`config.mk`:
```
export PLATFORM = sky130hd
export DESIGN_NAME = irq_pin_conditioner
export DESIGN_NICKNAME = d
export VERILOG_FILES = /design/src/rtl/irqc_pkg.sv /design/src/rtl/irqc_ctrl.sv /design/src/rtl/irqc_datapath.sv /design/src/rtl/irq_pin_conditioner.sv
export SDC_FILE = /design/constraint.sdc
export NUM_CORES = 1
export LEC_CHECK = 0
export CAP_MARGIN = 20
export CORE_ASPECT_RATIO = 0.6
export CORE_UTILIZATION = 42
export CTS_BUF_LIST = sky130_fd_sc_hd__clkbuf_16
export CTS_CLUSTER_SIZE = 8
export DETAILED_ROUTE_END_ITERATION = 7
export GPL_TIMING_DRIVEN = 0
export PLACE_DENSITY = 0.84
export SLEW_MARGIN = 30
export SYNTH_ARGS = -nofsm -noshare
export SYNTH_HDL_FRONTEND = slang
export SYNTH_SLANG_ARGS = --single-unit
```
`constraint.sdc`:
```
create_clock -name clk -period 1.7 [get_ports clk]
set_input_delay 0.17 -clock clk [delete_from_list [all_inputs] [get_ports clk]]
set_output_delay 0.17 -clock clk [all_outputs]
set_load 0.02 [all_outputs]
```
`src/rtl/irqc_pkg.sv`:
```
package irqc_pkg;
  localparam int LINE_CNT = 4;
  localparam int REG_W    = 32;
  // bit positions of the control word fields (line n counts down from the top)
  localparam int CLR_TOP   = 27;
  localparam int SENSE_TOP = 23;
  localparam int MASTER_B  = 12;
  localparam int EN_TOP    = 11;
  localparam int CRIT_B    = 0;

  typedef enum logic [1:0] {
    SENSE_LVL_HI = 2'd0,
    SENSE_RISE   = 2'd1,
    SENSE_FALL   = 2'd2,
    SENSE_LVL_LO = 2'd3
  } sense_e;

  typedef struct packed {
    logic                         master;
    logic [LINE_CNT-1:0]          lineEn;
    logic [LINE_CNT-1:0]          clrLine;
    logic [LINE_CNT-1:0][1:0]     senseSel;
  } ctrl_strobe_t;

  function automatic logic [REG_W-1:0] storeMask();
    logic [REG_W-1:0] m;
    m = '0;
    m[MASTER_B] = 1'b1;
    m[CRIT_B]   = 1'b1;
    for (int n = 0; n < LINE_CNT; n++) begin
      m[EN_TOP-n]          = 1'b1;
      m[SENSE_TOP-2*n]     = 1'b1;
      m[SENSE_TOP-2*n-1]   = 1'b1;
    end
    return m;
  endfunction
endpackage

```
`src/rtl/irqc_ctrl.sv`:
```
module irqc_ctrl
  import irqc_pkg::*;
(
  input  logic             clk,
  input  logic             rstN,
  input  logic             wrEn,
  input  logic [REG_W-1:0] wrData,
  output logic [REG_W-1:0] rdData,
  output logic             critRoute,
  output ctrl_strobe_t     strb
);
  localparam logic [REG_W-1:0] KEEP_MASK = storeMask();

  logic [REG_W-1:0] ctrlQ;

  always_ff @(posedge clk or negedge rstN) begin
    if (!rstN) begin
      ctrlQ <= '0;
    end else if (wrEn) begin
      ctrlQ <= wrData & KEEP_MASK;
    end
  end

  assign rdData    = ctrlQ;
  assign critRoute = ctrlQ[CRIT_B];

  always_comb begin
    strb.master = ctrlQ[MASTER_B];
    for (int n = 0; n < LINE_CNT; n++) begin
      strb.lineEn[n]   = ctrlQ[EN_TOP-n];
      strb.clrLine[n]  = wrEn & wrData[CLR_TOP-n];
      strb.senseSel[n] = ctrlQ[SENSE_TOP-2*n -: 2];
    end
  end
endmodule

```
`src/rtl/irqc_datapath.sv`:
```
module irqc_datapath
  import irqc_pkg::*;
#(
  parameter int SYNC_DEPTH = 2
) (
  input  logic                clk,
  input  logic                rstN,
  input  logic [LINE_CNT-1:0] pins,
  input  ctrl_strobe_t        strb,
  output logic [LINE_CNT-1:0] req
);
  localparam int LAST = SYNC_DEPTH - 1;

  for (genvar n = 0; n < LINE_CNT; n++) begin : g_line
    logic [SYNC_DEPTH-1:0] syncQ;
    logic                  prevQ;
    logic                  latchQ;
    logic                  cur;
    logic                  edgeHit;
    logic                  latchNext;
    sense_e                mode;

    assign cur  = syncQ[LAST];
    assign mode = sense_e'(strb.senseSel[n]);

    always_comb begin
      edgeHit   = 1'b0;
      latchNext = latchQ;
      unique case (mode)
        SENSE_LVL_HI: latchNext = cur;
        SENSE_LVL_LO: latchNext = ~cur;
        SENSE_RISE: begin
          edgeHit   = cur & ~prevQ;
          latchNext = (latchQ & ~strb.clrLine[n]) | edgeHit;
        end
        SENSE_FALL: begin
          edgeHit   = ~cur & prevQ;
          latchNext = (latchQ & ~strb.clrLine[n]) | edgeHit;
        end
        default: latchNext = latchQ;
      endcase
    end

    always_ff @(posedge clk or negedge rstN) begin
      if (!rstN) begin
        syncQ  <= '0;
        prevQ  <= 1'b0;
        latchQ <= 1'b0;
      end else begin
        if (SYNC_DEPTH > 1) syncQ <= {syncQ[SYNC_DEPTH-2:0], pins[n]};
        else                syncQ <= pins[n];
        prevQ  <= cur;
        latchQ <= latchNext;
      end
    end

    assign req[n] = strb.master & strb.lineEn[n] & latchQ;
  end
endmodule

```
`src/rtl/irq_pin_conditioner.sv`:
```
module irq_pin_conditioner
  import irqc_pkg::*;
#(
  parameter int SYNC_DEPTH = 2
) (
  input  logic        clk,
  input  logic        rstN,
  input  logic        regWrEn,
  input  logic [31:0] regWrData,
  output logic [31:0] regRdData,
  input  logic [3:0]  irqPins,
  output logic [3:0]  irqReq,
  output logic        critRoute
);
  ctrl_strobe_t strb;

  irqc_ctrl u_ctrl (
    .clk      (clk),
    .rstN     (rstN),
    .wrEn     (regWrEn),
    .wrData   (regWrData),
    .rdData   (regRdData),
    .critRoute(critRoute),
    .strb     (strb)
  );

  irqc_datapath #(.SYNC_DEPTH(SYNC_DEPTH)) u_dp (
    .clk (clk),
    .rstN(rstN),
    .pins(irqPins),
    .strb(strb),
    .req (irqReq)
  );
endmodule

```
==> results.py <==
metrics = {
    "outcome": {
        "outcome": "finished, final reports clean",
    },
    "floorplan": {
        "die_y_um": 47.9,
        "core_area_um2": 3300,
        "dieArea_um2": 3750,
        "die_w_um": 78.4,
        "io_pins": 76,
        "start_util_pct": 44.6,
        "std_cell_rows": 16,
    },
    "layout": {
        "antenna_cells": 0,
        "layout.nets": 245,
        "regArea_um2": 752,
        "final_util_pct": 65.2,
        "drive_gt1_share_pct": 18.0,
        "final_cells": 239,
        "fillers": 254,
        "syn2layout_area_growth_pct": 46.1,
        "multi_input_area_um2": 571,
    },
    "critical_path": {
        "start_kind": "flop",
        "reg2reg_slack_ps": 360,
        "crit_required_ps": 1530,
        "worst_path_max_delay_cell": "clkdlybuf4s50_1",
        "max_stage_delay_ps": 610,
        "crit_type": "flop to output port",
        "endpoint_kind": "output port",
        "path_cells": "and3_1, clkdlybuf4s50_1",
        "arrival_ps": 1490,
        "crit_path_max_fanout": 6,
    },
    "clocking": {
        "path_clk_slew_ps": 50,
        "cts_buffer_depth": 2,
        "htree_levels": 2,
        "clkSinkCount": 30,
        "post-cts-setup-buffers": 0,
        "tritoncts": "done",
        "cts-root-buf": "clkbuf_16",
        "clkLatencyLatePin_ps": 270,
        "cts_buffers": 5,
    },
    "global_routing": {
        "grt_pass1_vias": 960,
        "track_usage_pct": 15.9,
        "grt-ovfl-total": 0,
        "grt_pass1_wl_mm": 4.17,
        "grt_max_degree": 31,
        "antenna_found_initial": 0,
    },
    "pwr": {
        "cellPowerDensity_nw_per_um2": 962,
        "leakage_nw": 1.09,
        "total_power_mw": 2.07,
        "ir_drop_mv": 0.585,
    },
    "place": {
        "port_buffers": 42,
        "routabilityCongestion": 0.769,
        "pre_cts_slack_ps": 266,
        "dp_hpwl_mm": 2.14,
        "dp.cells": 231,
    },
    "sta": {
        "setup_viol": 0,
        "slew_headroom_pct": 56.1,
        "period_share_pct": 97.4,
        "period_minus_slack_ps": 1660,
        "fin_skew_ps": 4.72,
        "tightestPinTransition_ps": 659,
        "fin_hold_ws_ps": 193,
        "slew_violations": 0,
        "fmax_mhz": 604,
        "rsz0062_at_grt": "no",
        "hold_viol": 0,
        "setup_slack_ps": 43.7,
    },
    "route": {
        "wirelength_mm": 2.83,
        "route.vias.total": 1069,
        "drc": 0,
        "drt_iter0_markers": 25,
        "vias_per_cell": 4.47,
        "firstDrtPassIters": 4,
        "post_drt_wl_per_cell_um": 11.8,
        "final_antenna_net_count": 0,
    },
    "yosys": {
        "ys_warn_count": 0,
        "syn_area_um2": 1470,
        "avgSynthCellArea_um2": 11.6,
        "synth_cells": 127,
        "synth-seq-area-share_pct": 51.0,
        "synth-seq-cells": 30,
        "synthDistinctLibCells": 19,
    },
    "hold_path": {
        "min_path_type": "input port to flop",
    },
    "run": {
        "max_cap_viol_count": 0,
    },
}
-- cell type report --
type | count | share of cell area [%]
buffer | 22 | 7.91
timing repair buffer | 43 | 19.8
multi-input combinational | 80 | 26.5
clock inverter | 2 | 0.349
sequential | 30 | 34.9
tap | 45 | 2.62
clock buffer | 5 | 5.81
inverter | 12 | 2.09
-- registers in the layout, summed over array words and instances (netlist names) --
register / count
u_dp.g_line.prevQ: 4
u_dp.g_line.syncQ: 8
u_ctrl.rdData: 14
u_dp.g_line.latchQ: 4
-- worst max-delay path, delay by kind of cell, from the launching register on --
family	cells	cell delay, ps
AND/OR/NAND/NOR	1	170
buffers and inverters	1	610
flip-flops	1	430
-- timing repair --
action / 4_1_cts / 5_1_grt
setup endpoints to repair: 4 / 0
endpoints found under the hold margin: 30 / 0
hold buffers: 1 / 0
resized for setup: 1 / 0
-- placed cells by master (no fill, tap or decap), types with 5 or more instances in the layout --
| cell type | netlist | layout |
|---|---|---|
| clkdlybuf4s50_1 | 0 | 41 |
| dfrtp_1 | 30 | 29 |
| buf_4 | 19 | 19 |
| conb_1 | 1 | 18 |
| inv_1 | 12 | 14 |
| ha_1 | 12 | 12 |
| nand2_1 | 8 | 8 |
| o21ai_0 | 8 | 8 |
| clkbuf_16 | 0 | 5 |
-- cells in the mapped netlist --
master    count  area [um2]
a21boi_0      3        22.5
buf_6         2        22.5
nor3b_1       4        30.0
and3_1        4        25.0
o31ai_1       4        30.0
and3b_1       4        35.0
inv_1        12        45.0
conb_1        1        3.75
a21boi_1      1        7.51
ha_1         12         150
o21ai_0       8        40.0
nand2_1       8        30.0
mux2_2        2        22.5
mux2_4        4        60.1
a22oi_1       4        30.0
buf_4        19         143
buf_2         1        5.00
dfrtp_1      30         751
a21oi_1       4        20.0
-- stage by stage --
step,setup TNS [ps],area (um2)
after detailed placement,0,2010
after floorplan,0,1540
after CTS,0,2150
after global routing,0,2150
after global placement,-113,2010
final,0,2150
-- kinds of logic (layout without fill, tap and decap cells) --
family	Yosys count	after routing	share of synthesized area, %
flops	30	30	51.0
other cells	1	18	0.255
compound gates	24	24	10.2
simple gates	20	20	8.16
fa+ha+maj	12	12	10.2
mux	6	6	5.61
buf+inv	34	84	14.6
-- layer usage --
metal	wire, um	GRT usage [%]	share of wire (%)
met1	1170	16.9	41
met2	1370	29.6	49
met3	236	6.10	8.3
met4	50	7.78	1.8
met5	0	0	0
-- where the power goes --
group / total [mW] / switching [mW] / internal (mW)
clock network: 0.800 / 0.280 / 0.520
registers: 0.830 / 0.0472 / 0.782
logic: 0.440 / 0.209 / 0.231
total: 2.07 / 0.536 / 1.53
-- path summary, 6_finish.rpt --
| path | from | end | cells after the start |
|---|---|---|---|
| max | u_ctrl.rdData[12]$_DFFE_PN0P_ | irqReq[1] | 2 |
| min | regWrEn | u_ctrl.rdData[0]$_DFFE_PN0P_ | 2 |
| max reg2reg | u_ctrl.rdData[20]$_DFFE_PN0P_ | u_dp.g_line[1].latchQ$_DFF_PN0_ | 5 |
| min reg2reg | u_dp.g_line[0].syncQ[0]$_DFF_PN0_ | u_dp.g_line[0].syncQ[1]$_DFF_PN0_ | 0 |
| max in group asynchronous | rstN | u_ctrl.rdData[12]$_DFFE_PN0P_ | 2 |
| min in group asynchronous | rstN | u_ctrl.rdData[21]$_DFFE_PN0P_ | 2 |
(Power assumes the default switching activity.)
